[src/rtl/irq_latch_pkg.sv]
package irq_latch_pkg;

    localparam int NUM_LINES    = 16;
    localparam int SW_CALL_BIT  = 5;

    typedef logic [NUM_LINES-1:0] irq_vec_t;

    typedef enum logic {
        SENSE_LEVEL = 1'b0,
        SENSE_EDGE  = 1'b1
    } sense_e;

    typedef struct packed {
        logic     valid;
        irq_vec_t bits;
    } sw_set_t;

    typedef struct packed {
        irq_vec_t lvl;   // synchronised line is active
        irq_vec_t fall;  // synchronised line has just gone active
    } ext_obs_t;

    // Default map: outside lines at bit 0 and bits 15..8
    localparam irq_vec_t EXT_LINES_DEFAULT = 16'hFF01;

    function automatic irq_vec_t sw_gate(input sw_set_t wr, input logic call_en);
        irq_vec_t keep;
        keep = '1;
        if (!call_en) begin
            keep[SW_CALL_BIT] = 1'b0;
        end
        return wr.valid ? (wr.bits & keep) : '0;
    endfunction

    function automatic irq_vec_t clear_mask(input irq_vec_t bits, input logic all);
        return bits | {NUM_LINES{all}};
    endfunction

endpackage

[src/rtl/irq_ext_sync.sv]
module irq_ext_sync
    import irq_latch_pkg::*;
#(
    parameter irq_vec_t EXT_LINES = EXT_LINES_DEFAULT,
    parameter int       STAGES    = 2
) (
    input  logic     clk,
    input  logic     rst,
    input  irq_vec_t line_n,
    output ext_obs_t obs
);

    localparam int LAST = STAGES - 1;

    for (genvar i = 0; i < NUM_LINES; i++) begin : g_line
        if (EXT_LINES[i]) begin : g_ext
            logic [STAGES-1:0] chain_q;
            logic              prev_q;

            always_ff @(posedge clk) begin
                if (rst) begin
                    chain_q <= '1;
                    prev_q  <= 1'b1;
                end else begin
                    chain_q <= {chain_q[STAGES-2:0], line_n[i]};
                    prev_q  <= chain_q[LAST];
                end
            end

            assign obs.lvl[i]  = ~chain_q[LAST];
            assign obs.fall[i] = prev_q & ~chain_q[LAST];
        end else begin : g_int
            assign obs.lvl[i]  = 1'b0;
            assign obs.fall[i] = 1'b0;
        end
    end

endmodule

[src/rtl/irq_req_select.sv]
module irq_req_select
    import irq_latch_pkg::*;
#(
    parameter irq_vec_t EXT_LINES = EXT_LINES_DEFAULT
) (
    input  ext_obs_t obs,
    input  irq_vec_t int_lvl,
    input  sense_e   sense,
    output irq_vec_t hw_req
);

    for (genvar i = 0; i < NUM_LINES; i++) begin : g_sel
        if (EXT_LINES[i]) begin : g_ext
            assign hw_req[i] = (sense == SENSE_EDGE) ? obs.fall[i] : obs.lvl[i];
        end else begin : g_int
            assign hw_req[i] = int_lvl[i];
        end
    end

endmodule

[src/rtl/irq_pend_reg.sv]
module irq_pend_reg
    import irq_latch_pkg::*;
(
    input  logic     clk,
    input  logic     rst,
    input  irq_vec_t hw_req,
    input  sw_set_t  sw_wr,
    input  logic     call_en,
    input  irq_vec_t clr_bits,
    input  logic     clr_every,
    output irq_vec_t pend
);

    irq_vec_t set_vec;
    irq_vec_t clr_vec;
    irq_vec_t pend_q;

    always_comb begin
        set_vec = hw_req | sw_gate(sw_wr, call_en);
        clr_vec = clear_mask(clr_bits, clr_every);
    end

    always_ff @(posedge clk) begin
        if (rst) begin
            pend_q <= '0;
        end else begin
            pend_q <= (pend_q | set_vec) & ~clr_vec;
        end
    end

    assign pend = pend_q;

endmodule

[src/rtl/irq_latch_bank.sv]
module irq_latch_bank
    import irq_latch_pkg::*;
#(
    parameter irq_vec_t EXT_LINES   = EXT_LINES_DEFAULT,
    parameter int       SYNC_STAGES = 2
) (
    input  logic                 clk,
    input  logic                 rst,
    input  logic [NUM_LINES-1:0] ext_irq_n,
    input  logic [NUM_LINES-1:0] int_irq,
    input  logic                 edge_mode,
    input  logic [NUM_LINES-1:0] clr_bit,
    input  logic                 clr_all,
    input  logic                 sw_set_valid,
    input  logic [NUM_LINES-1:0] sw_set_bits,
    input  logic                 sw_call_en,
    output logic [NUM_LINES-1:0] pending
);

    ext_obs_t obs;
    irq_vec_t hw_req;
    sw_set_t  sw_wr;
    sense_e   sense;

    assign sense = edge_mode ? SENSE_EDGE : SENSE_LEVEL;
    assign sw_wr = '{valid: sw_set_valid, bits: sw_set_bits};

    irq_ext_sync #(
        .EXT_LINES (EXT_LINES),
        .STAGES    (SYNC_STAGES)
    ) sync_i (
        .clk    (clk),
        .rst    (rst),
        .line_n (ext_irq_n),
        .obs    (obs)
    );

    irq_req_select #(
        .EXT_LINES (EXT_LINES)
    ) sel_i (
        .obs     (obs),
        .int_lvl (int_irq),
        .sense   (sense),
        .hw_req  (hw_req)
    );

    irq_pend_reg pend_i (
        .clk       (clk),
        .rst       (rst),
        .hw_req    (hw_req),
        .sw_wr     (sw_wr),
        .call_en   (sw_call_en),
        .clr_bits  (clr_bit),
        .clr_every (clr_all),
        .pend      (pending)
    );

endmodule

[config.mk]
export PLATFORM = sky130hd
export DESIGN_NAME = irq_latch_bank
export DESIGN_NICKNAME = d
export VERILOG_FILES = /design/src/rtl/irq_latch_pkg.sv /design/src/rtl/irq_ext_sync.sv /design/src/rtl/irq_req_select.sv /design/src/rtl/irq_pend_reg.sv /design/src/rtl/irq_latch_bank.sv
export SDC_FILE = /design/constraint.sdc
export NUM_CORES = 1
export LEC_CHECK = 0
export BUFFER_PORTS_ARGS = -buffer_cell sky130_fd_sc_hd__buf_2
export CAP_MARGIN = 20
export CORE_MARGIN = 5
export CORE_UTILIZATION = 30
export CTS_BUF_LIST = sky130_fd_sc_hd__clkbuf_8
export DETAILED_ROUTE_END_ITERATION = 10
export HOLD_SLACK_MARGIN = 0.02
export PLACE_DENSITY = 0.64
export SLEW_MARGIN = 25
export SYNTH_ARGS = -nofsm -noshare
export SYNTH_HDL_FRONTEND = slang
export SYNTH_SLANG_ARGS = --single-unit
[constraint.sdc]
create_clock -name clk -period 1.2 [get_ports clk]
set_clock_uncertainty 0.15 [all_clocks]
set_input_delay 0.18 -clock clk [delete_from_list [all_inputs] [get_ports clk]]
set_output_delay 0.18 -clock clk [all_outputs]
set_load 0.005 [all_outputs]
=== Yosys cells after proc, flatten, opt, wreduce, memory -nomap -nowiden ===
Cells that the tools add are included.

* Flip-flop bits (word level): 43
* Output and inout bits: 16
* Word-level logic and storage cells: 55

* Multiplexer cells: 12
* Bitwise gates (word level): 24

{| class="wikitable"
|+ Operators by type and width
! cell !! count
|-
| $or 16x16->16 || 3
|-
| $and 16x16->16 || 2
|-
| $mux 16 || 1
|-
| $not 16->16 || 1
|-
| $mux 1 || 11
|-
| $and 1x1->1 || 9
|-
| $not 1->1 || 9
|}

=== Longest topological paths before layout ===
Gate-level depths: netlist of run 1.

* Depth in word-level cells: 6
* Gate-level depth with buffers: 5
* Gate-level depth less buffers: 3

=== Modules after synthesis ===
Synthesis of run 1 repeated with hierarchy kept, for this count alone.

* Cells, all modules: 159
* Area, all modules: 1749.2 um^2

{| class="wikitable"
|+ Modules (own cells, without submodules)
! module !! times used !! cells each !! area each (um^2)
|-
| irq_ext_sync || 1 || 89 || 930.9
|-
| irq_pend_reg || 1 || 53 || 619.3
|-
| irq_req_select || 1 || 17 || 198.9
|}

=== Least setup slack after synthesis of run 1 ===
OpenSTA, ideal clock, no wires.

* Path kind: input-to-reg
* Start point: input sw_set_valid
* End point: register pend_i.pend_q[5], in the netlist pend_i.pend[5]
* Arrival: 0.775 ns
* Data required time: 0.927 ns
* Path slack: 0.152 ns
* Cell stages on the path: 4
* Path buffers: 2
* Cells stage by stage: clkbuf_2 -> buf_2 -> a311oi_1 -> nor3_2

* Word-level cells in the longest chain between the ends: 4

{| class="wikitable"
|+ RTL lines
! element !! RTL line !! source
|-
| from (decl) || irq_latch_bank.sv:14 || <nowiki>input logic sw_set_valid,</nowiki>
|-
| $mux 16 || irq_latch_pkg.sv:32 || <nowiki>return wr.valid ? (wr.bits & keep) : '0;</nowiki>
|-
| $or 16x16->16 || irq_pend_reg.sv:19 || <nowiki>set_vec = hw_req | sw_gate(sw_wr, call_en);</nowiki>
|-
| $or 16x16->16 || irq_pend_reg.sv:27 || <nowiki>pend_q <= (pend_q | set_vec) & ~clr_vec;</nowiki>
|-
| $and 16x16->16 || irq_pend_reg.sv:27 ||
|-
| to (signal assigned) || irq_pend_reg.sv:27 ||
|-
| to (decl) || irq_pend_reg.sv:16 || <nowiki>irq_vec_t pend_q;</nowiki>
|}

Every way passes these cells.
A chain may end at the register's enable or synchronous reset.

=== Final worst setup path of run 1 ===
* Start point: input sw_set_bits[7]
* End point: register pend_i.pend_q[7], in the netlist pend_i.pend[7]

* Word-level cells in the longest chain between the ends: 5

{| class="wikitable"
|+ RTL lines
! element !! RTL line !! source
|-
| from (decl) || irq_latch_bank.sv:15 || <nowiki>input logic [NUM_LINES-1:0] sw_set_bits,</nowiki>
|-
| $and 16x16->16 || irq_latch_pkg.sv:32 ||
|-
| $mux 16 || irq_latch_pkg.sv:32 ||
|-
| $or 16x16->16 || irq_pend_reg.sv:19 ||
|-
| $or 16x16->16 || irq_pend_reg.sv:27 ||
|-
| $and 16x16->16 || irq_pend_reg.sv:27 ||
|}

Every way passes these cells.

==> flow_summary_export.csv, run 1 <==
group,metric,value,unit
layout,regArea,861,um^2
critical_path,required,1.23,ns
critical_path,cp.depth,4,
layout,final_cell_mix,"buf_2 (69), dfxtp_1 (43), dlygate4sd3_1 (31)",
global_route,grt_antenna_before_repair,0,
clock_network,clock-root-buffer,"clkbuf_8",
timing,hold_ws,0.0226,ns
layout,mostFrequentLayoutCell,"buf_2",
global_route,grt_pass1_wl,5580,um
critical_path,worst-path-buf-inv,2,
die,die_height,79.2,um
critical_path,crit_fanout,1,
layout,n_antenna_cell,0,
synthesis,syn_area,0.00144,mm^2
clock_network,cts_sinks,43,
synthesis,yosysSeqAreaShare,59.9,%
timing,worstMarginPinSlew,0.343,ns
timing,max_freq,857,MHz
place,io_buffers,69,
layout,multiInputGateArea,528,um^2
global_route,grt_pass1_vias,1218,
die,core_area,0.00469,mm^2
critical_path,r2r_cells,2,
synthesis,synth_top_family_by_area,"simple AND/OR/NAND/NOR gates",
timing,tns,0,ns
global_route,grt_max_degree,28,
critical_path,crit_start,"sw_set_bits[7]",
die,die_area,0.00628,mm^2
clock_network,htreeDepth,2,
die,std_cell_rows,25,
critical_path,path_delay_family,"buffers and inverters",
timing,slew_violations,0,
timing,hold_viol_final,0,
synthesis,yosysWarningCount,0,
critical_path,r2r_start,"pend_i.pend[5]",
die,start_util,30.6,%
clock_network,clockBufferDepth,2,
critical_path,max_stage_delay,0.54,ns
layout,nets,301,
synthesis,yosys.area_share.xor_xnor,0,%
die,pin_count,86,
place,gp_congestion,0.640,
route,vias,1201,
synthesis,syn_inst,127,
route,dr.pass1.iters,2,
layout,final_area,0.00225,mm^2
route,antenna_left,0,
pwr,power.density,1240,mW/mm^2
clock_network,clk_latency,0.29,ns
route,drt_wl_total,3510,um
global_route,gr-total-overflow,0,
timing,period_needed,1.17,ns
place,dpl_cell_area,0.00184,mm^2
critical_path,cp-endpoint,"pend_i.pend[7]",
clock_network,cts_tree,"done",
layout,areaGrowthSynthToFinish,56.2,%
synthesis,yosys.area_share.simple,25.2,%
layout,postLayoutCoreUtil,47.9,%
clock_network,numCtsBuffers,5,
synthesis,synth_top_cell_by_area,"dfxtp_1",
critical_path,timing.reg2reg.setup_slack,0.31,ns
synthesis,syn_nets,197,
layout,drive_above_1_share,50.4,%
timing,slew_headroom,77.1,%
route,first_iter_violations,16,
synthesis,synthMuxAreaShare,0,%
pwr,finalPower,2.78,mW
critical_path,crit_chain,"dlygate4sd3_1, buf_2, a211oi_1, nor3_2",
die,die_x,79.2,um
route,wl_per_cell,12.3,um
critical_path,r2r_end,"pend_i.pend[5]",
critical_path,end_kind,"flip-flop",
run_status,run_status,"finished clean",
critical_path,cp_slowest_cell,"dlygate4sd3_1",
global_route,grt_use_total,11.5,%
clock_network,clk_pin_slew,0.08,ns
synthesis,synth_compound_area_share,11.6,%
synthesis,avgSynthCellArea,11.3,um^2
critical_path,cp-start-kind,"input port",
synthesis,synthDistinctLibCells,15,
route,drc,0,
synthesis,synthAdderAreaFrac,0,%
flow_run,maxCapViolCount,0,
min_path,hp-class,"in2reg",
pwr,p_leak,0.966,nW
layout,fillers,434,
timing,rsz0062_at_grt,"false",
critical_path,worstSetupPathType,"in2reg",
route,viasPerCell,4.20,
critical_path,arrival,1.20,ns
synthesis,yosys-top-cells-area,"dfxtp_1 (60%), or2_2 (12%), nor3_2 (7.0%)",
pwr,ir_drop,0.782,mV
synthesis,synth_top_area_share,59.9,%
synthesis,ys_ff_latch,43,
timing,min_period_over_period,97.2,%
timing,setup_viol,0,
layout make-up:
class | instances | share of cell area [%]
tap | 54 | 3.01
sequential | 43 | 38.3
clock buffer | 6 | 3.68
clock inverter | 2 | 0.724
multi-input combinational | 78 | 23.5
timing repair buffer | 103 | 30.8
power breakdown:
group | switching, mW | internal, mW | total, mW
Sequential | 0.0173 | 1.48 | 1.50
Clock | 0.488 | 0.469 | 0.957
Combinational | 0.119 | 0.212 | 0.331
Total | 0.624 | 2.16 | 2.78
state kept, by name, summed over array words and instances, names as in the netlist:
name	cells
sync_i.g_line.g_ext.chain_q	18
pend_i.pend	16
sync_i.g_line.g_ext.prev_q	9
tightest hold or removal path, delay by kind of cell:
kind                   cells  cell delay (ns)
AOI/OAI and AO/OA          1             0.04
buffers and inverters      1             0.08
and+or+nand+nor            1             0.11
kinds of logic (layout without fill, tap and decap cells):
kind of cell / count (synthesis) / in the layout
buffers and inverters: 6 / 111
flip-flops: 43 / 43
AO/OA/AOI/OAI: 25 / 25
AND/OR/NAND/NOR: 53 / 53
per-stage QoR:
stage / cells / setup slack [ns]
after detailed placement: 247 / 0.0565
after global placement: 247 / 0.0913
after CTS: 286 / 0.0701
final: 286 / 0.0332
after floorplan: 127 / 0.152
after global routing: 286 / 0.0113
how the worst min path moves through the flow:
stage | start | end | cells after the start
3_5_place_dp | clr_bit[15] | pend_i.pend[15] | 2
4_1_cts | sw_set_bits[5] | pend_i.pend[5] | 3
3_3_place_gp | clr_bit[15] | pend_i.pend[15] | 2
5_1_grt | int_irq[1] | pend_i.pend[1] | 3
2_1_floorplan | clr_bit[10] | pend_i.pend[10] | 1
6_report | int_irq[1] | pend_i.pend[1] | 3
per-layer routing:
| layer | track usage, % | part of all wire, % | vias up |
|---|---|---|---|
| met1 | 12.6 | 43 | 504 |
| met2 | 19.9 | 47 | 60 |
| li1 | - | - | 633 |
| met3 | 5.33 | 9.6 | 4 |
| met5 | 0 | 0 | - |
| met4 | 3.09 | 0.66 | 0 |
Yosys cell counts:
master,n
dfxtp_1,43
or2_2,27
nor3_2,10
a21oi_1,9
nor2b_1,9
o21a_1,9
a211oi_1,6
nor3_1,6
clkbuf_1,2
a311oi_1,1
buf_12,1
buf_2,1
buf_6,1
clkbuf_2,1
or2_1,1
timing repair:
action / CTS / global route
hold endpoints to repair: 25 / 0
buffers inserted: 0 / 0
endpoints found under the setup margin: 0 / 0
hold buffers: 31 / 0
resized for setup: 0 / 0
(Power assumes the default switching activity.)
==> run 2: changes to the inputs <==
--- a/config.mk
+++ b/config.mk
@@ -10,3 +10,3 @@
 export CORE_MARGIN = 5
-export CORE_UTILIZATION = 30
+export CORE_UTILIZATION = 25
 export CTS_BUF_LIST = sky130_fd_sc_hd__clkbuf_8
@@ -14,3 +14,3 @@
 export HOLD_SLACK_MARGIN = 0.02
-export PLACE_DENSITY = 0.64
+export PLACE_DENSITY = 0.56
 export SLEW_MARGIN = 25
--- a/constraint.sdc
+++ b/constraint.sdc
@@ -4,2 +4,2 @@
 set_output_delay 0.18 -clock clk [all_outputs]
-set_load 0.005 [all_outputs]
+set_load 0.02 [all_outputs]
==> flow_summary_export.csv, run 2 (synthesis results as in run 1) <==
group,metric,value,unit
clock_network,clk_pin_slew,0.08,ns
layout,largest_register_ffs,18,
place,gp_congestion,0.701,
critical_path,crit_fanout,1,
min_path,hp-class,"in2reg",
clock_network,clk_latency,0.29,ns
global_route,grt_use_total,10.2,%
layout,final_area,0.00230,mm^2
layout,drive_above_1_share,50.4,%
die,start_util,25.9,%
global_route,grt_antenna_before_repair,0,
clock_network,cts_tree,"done",
die,die_height,85.8,um
die,std_cell_rows,27,
pwr,p_leak,0.986,nW
clock_network,clock-root-buffer,"clkbuf_8",
global_route,grt_pass1_wl,5880,um
layout,n_antenna_cell,0,
layout,mostFrequentLayoutCell,"buf_2",
place,io_buffers,69,
die,core_area,0.00554,mm^2
clock_network,post_cts_buffers,0,
critical_path,arrival,1.18,ns
critical_path,timing.reg2reg.setup_slack,0.29,ns
global_route,gr-total-overflow,0,
timing,hold_ws,0.0341,ns
critical_path,end_kind,"flip-flop",
route,dr.pass1.iters,2,
critical_path,required,1.22,ns
critical_path,cp-start-kind,"input port",
die,die_area,0.00737,mm^2
timing,hold_viol_final,0,
timing,period_needed,1.16,ns
clock_network,clockBufferDepth,2,
timing,worstMarginPinSlew,0.363,ns
layout,max_flop_register,"sync_i.g_line.g_ext.chain_q",
timing,tns,0,ns
layout,nets,303,
clock_network,htreeDepth,2,
critical_path,r2r_start,"pend_i.pend[13]",
min_path,hold_start,"sw_call_en",
die,die_x,85.8,um
timing,rsz0062_at_grt,"false",
die,pin_count,86,
min_path,holdPathStages,3,
layout,postLayoutCoreUtil,41.5,%
pwr,ir_drop,0.713,mV
layout,fillers,550,
critical_path,r2r_end,"pend_i.pend[13]",
layout,areaGrowthSynthToFinish,60.0,%
critical_path,r2r_cells,3,
route,first_iter_violations,12,
place,hpwlAfterDp,2440,um
layout,final_cell_mix,"buf_2 (69), dfxtp_1 (43), dlygate4sd3_1 (32)",
critical_path,worstSetupPathType,"in2reg",
route,vias,1213,
global_route,grt_pass1_vias,1306,
clock_network,numCtsBuffers,5,
route,drt_wl_total,3610,um
pwr,finalPower,2.96,mW
min_path,whs_endpoint,"pend_i.pend[5]",
timing,setup_viol,0,
route,antenna_left,0,
timing,max_freq,862,MHz
place,dpl_cell_area,0.00187,mm^2
timing,min_period_over_period,96.6,%
route,viasPerCell,3.96,
run_status,run_status,"finished clean",
timing,slew_headroom,75.8,%
global_route,grt_max_degree,21,
pwr,power.density,1290,mW/mm^2
route,drc,0,
clock_network,cts_resized,0,
flow_run,maxCapViolCount,0,
clock_network,cts_sinks,43,
timing,slew_violations,0,
route,wl_per_cell,11.8,um
==> run 2: changes by cell type in the layout (fill, tap and decap cells not counted) <==
| cell | before | now |
|---|---|---|
| clkinv_2 | 0 | 1 |
| clkinvlp_4 | 1 | 0 |
| clkbuf_8 | 6 | 5 |
| buf_4 | 2 | 3 |
| dlygate4sd3_1 | 31 | 32 |
| bufinv_16 | 0 | 1 |
==> run 2: worst max-delay path by stage <==
stage / end / from / depth (start not counted) / slack (ns)
final: pend_i.pend[5] / int_irq[5] / 4 / 0.04
after global routing: pending[5] / pend_i.pend[5] / 1 / 0.0007
after CTS: pending[6] / pend_i.pend[6] / 1 / 0.06
after detailed placement: pend_i.pend[1] / rst / 4 / 0.05
after global placement: pend_i.pend[4] / rst / 4 / 0.06
after floorplan: pend_i.pend[5] / sw_set_valid / 4 / 0.15
==> run 2: layout make-up <==
type | instances | area (um^2) | share of cell area (%)
Clock buffer | 5 | 68.8 | 2.99
Multi-Input combinational cell | 78 | 528 | 23.0
Tap cell | 72 | 90.1 | 3.92
Clock inverter | 3 | 43.8 | 1.90
Timing Repair Buffer | 105 | 708 | 30.8
Sequential cell | 43 | 861 | 37.4
==> run 2: timing repair <==
action                                 CTS  global route
endpoints found under the hold margin   25             0
hold buffers                            32             0
setup endpoints to repair                0             0
==> run 2: layer usage <==
layer  track usage [%]  up-vias  routed length, um
met5                 0        -                  0
met4              1.73        0                 15
met3              4.51        4                389
met2              17.6       59               1630
met1              11.9      510               1570
li1                  -      640                  -
==> run 2: power breakdown <==
group / total [mW] / leakage (nW) / switching (mW) / internal, mW
clock: 1.11 / 0.0581 / 0.489 / 0.620
sequential: 1.49 / 0.353 / 0.0169 / 1.48
combinational: 0.355 / 0.575 / 0.138 / 0.217
total: 2.96 / 0.986 / 0.644 / 2.31
==> run 2: critical path, stage by stage <==
cell and delay, ns:
dlygate4sd3_1 0.54, buf_2 0.12, a311oi_1 0.29, nor3_2 0.06
==> run 2: metrics by stage <==
| step | instances | setup slack, ns |
|---|---|---|
| CTS | 306 | 0.0593 |
| detailed placement | 266 | 0.0541 |
| global route | 306 | 0.000650 |
| finish | 306 | 0.0402 |
| global placement | 266 | 0.0605 |
| floorplan | 127 | 0.152 |
==> run 3: changes to the inputs <==
PLACE_DENSITY = 0.52   (was 0.56)
==> flow_summary_export.csv, run 3 (synthesis results as in run 1) <==
group,metric,value,unit
layout,drive_above_1_share,51.1,%
min_path,holdPathStages,3,
critical_path,r2r_cells,2,
route,dr.pass1.iters,4,
route,viasPerCell,3.99,
min_path,hp-class,"in2reg",
clock_network,clock-root-buffer,"clkbuf_8",
timing,slew_violations,0,
global_route,grt_pass1_vias,1234,
layout,mostFrequentLayoutCell,"buf_2",
route,antenna_left,0,
critical_path,timing.reg2reg.setup_slack,0.30,ns
global_route,grt_antenna_before_repair,0,
layout,areaGrowthSynthToFinish,59.8,%
die,die_x,85.8,um
critical_path,required,1.22,ns
route,drc,0,
layout,largest_register_ffs,18,
die,die_area,0.00737,mm^2
die,start_util,25.9,%
timing,rsz0062_at_grt,"false",
critical_path,end_kind,"flip-flop",
route,vias,1208,
timing,slew_headroom,75.5,%
route,wl_per_cell,11.7,um
timing,max_freq,854,MHz
timing,setup_viol,0,
global_route,grt_use_total,10.3,%
timing,worstMarginPinSlew,0.368,ns
global_route,gr-total-overflow,0,
critical_path,cp-start-kind,"input port",
timing,tns,0,ns
layout,nets,300,
clock_network,cts_tree,"done",
timing,min_period_over_period,97.6,%
clock_network,clk_latency,0.28,ns
die,core_area,0.00554,mm^2
critical_path,crit_start,"int_irq[5]",
critical_path,r2r_start,"pend_i.pend[5]",
flow_run,maxCapViolCount,0,
global_route,grt_max_degree,19,
layout,fillers,548,
clock_network,clockBufferDepth,2,
place,io_buffers,69,
layout,final_cell_mix,"buf_2 (68), dfxtp_1 (43), dlygate4sd3_1 (29)",
clock_network,cts_sinks,43,
route,drt_wl_total,3550,um
clock_network,post_cts_buffers,0,
route,first_iter_violations,10,
clock_network,htreeDepth,2,
critical_path,arrival,1.19,ns
critical_path,worstSetupPathType,"in2reg",
clock_network,clk_pin_slew,0.08,ns
pwr,power.density,1370,mW/mm^2
layout,n_antenna_cell,0,
pwr,p_leak,0.986,nW
die,std_cell_rows,27,
timing,hold_viol_final,0,
critical_path,crit_fanout,1,
die,die_height,85.8,um
die,pin_count,86,
pwr,ir_drop,0.700,mV
clock_network,numCtsBuffers,5,
place,hpwlAfterDp,2380,um
min_path,hold_start,"int_irq[1]",
place,gp_congestion,0.629,
layout,postLayoutCoreUtil,41.5,%
timing,period_needed,1.17,ns
run_status,run_status,"finished clean",
layout,max_flop_register,"sync_i.g_line.g_ext.chain_q",
global_route,grt_pass1_wl,5900,um
## run 3: per-layer routing
layer	track usage, %	part of all wire [%]	vias to the layer above
li1	-	-	632
met1	11.5	41	519
met2	17.9	48	55
met3	4.32	11	2
met4	2.59	0.39	0
met5	0	0	-
## run 3: cell type report
cell class,instances,area (um^2),area share [%]
Clock inverter,3,63.8,2.78
Multi-Input combinational cell,78,533,23.2
Sequential cell,43,861,37.5
Tap cell,72,90.1,3.92
Timing Repair Buffer,102,681,29.6
Clock buffer,5,68.8,3.00
## run 3: worst max-delay path, stage by stage
cell	delay [ns]
dlygate4sd3_1	0.53
buf_2	0.12
a311oi_1	0.31
nor3_2	0.06
## run 3: power by group
part,total (mW),switching (mW),internal [mW]
clock,1.30,0.475,0.823
combinational,0.348,0.136,0.212
sequential,1.49,0.0170,1.48
## run 3: worst paths after layout
kind,to
worst min register to register,sync_i.g_line[13].g_ext.chain_q[1]
worst min-delay path,pend_i.pend[1]
worst max register to register,pend_i.pend[5]
worst max-delay path,pend_i.pend[5]
## run 3: per-stage QoR
stage / worst slack [ns] / hold WS [ns] / total power, mW / instance area [um^2] / instances
6_report: 0.0289 / 0.0242 / 3.14 / 2300 / 303
4_1_cts: 0.0375 / 0.0220 / 3.20 / 2290 / 303
2_1_floorplan: 0.152 / 0.0993 / 1.67 / 1440 / 127
3_5_place_dp: 0.0573 / 0.196 / 1.81 / 1870 / 266
3_3_place_gp: 0.0740 / 0.196 / 1.80 / 1870 / 266
5_1_grt: 0.00563 / 0.0502 / 3.30 / 2300 / 303
## run 3: what timing repair did
item,4_1_cts,5_1_grt
hold buffers,29,0
resized for setup,0,2
setup endpoints to repair,0,1
hold endpoints to repair,25,0
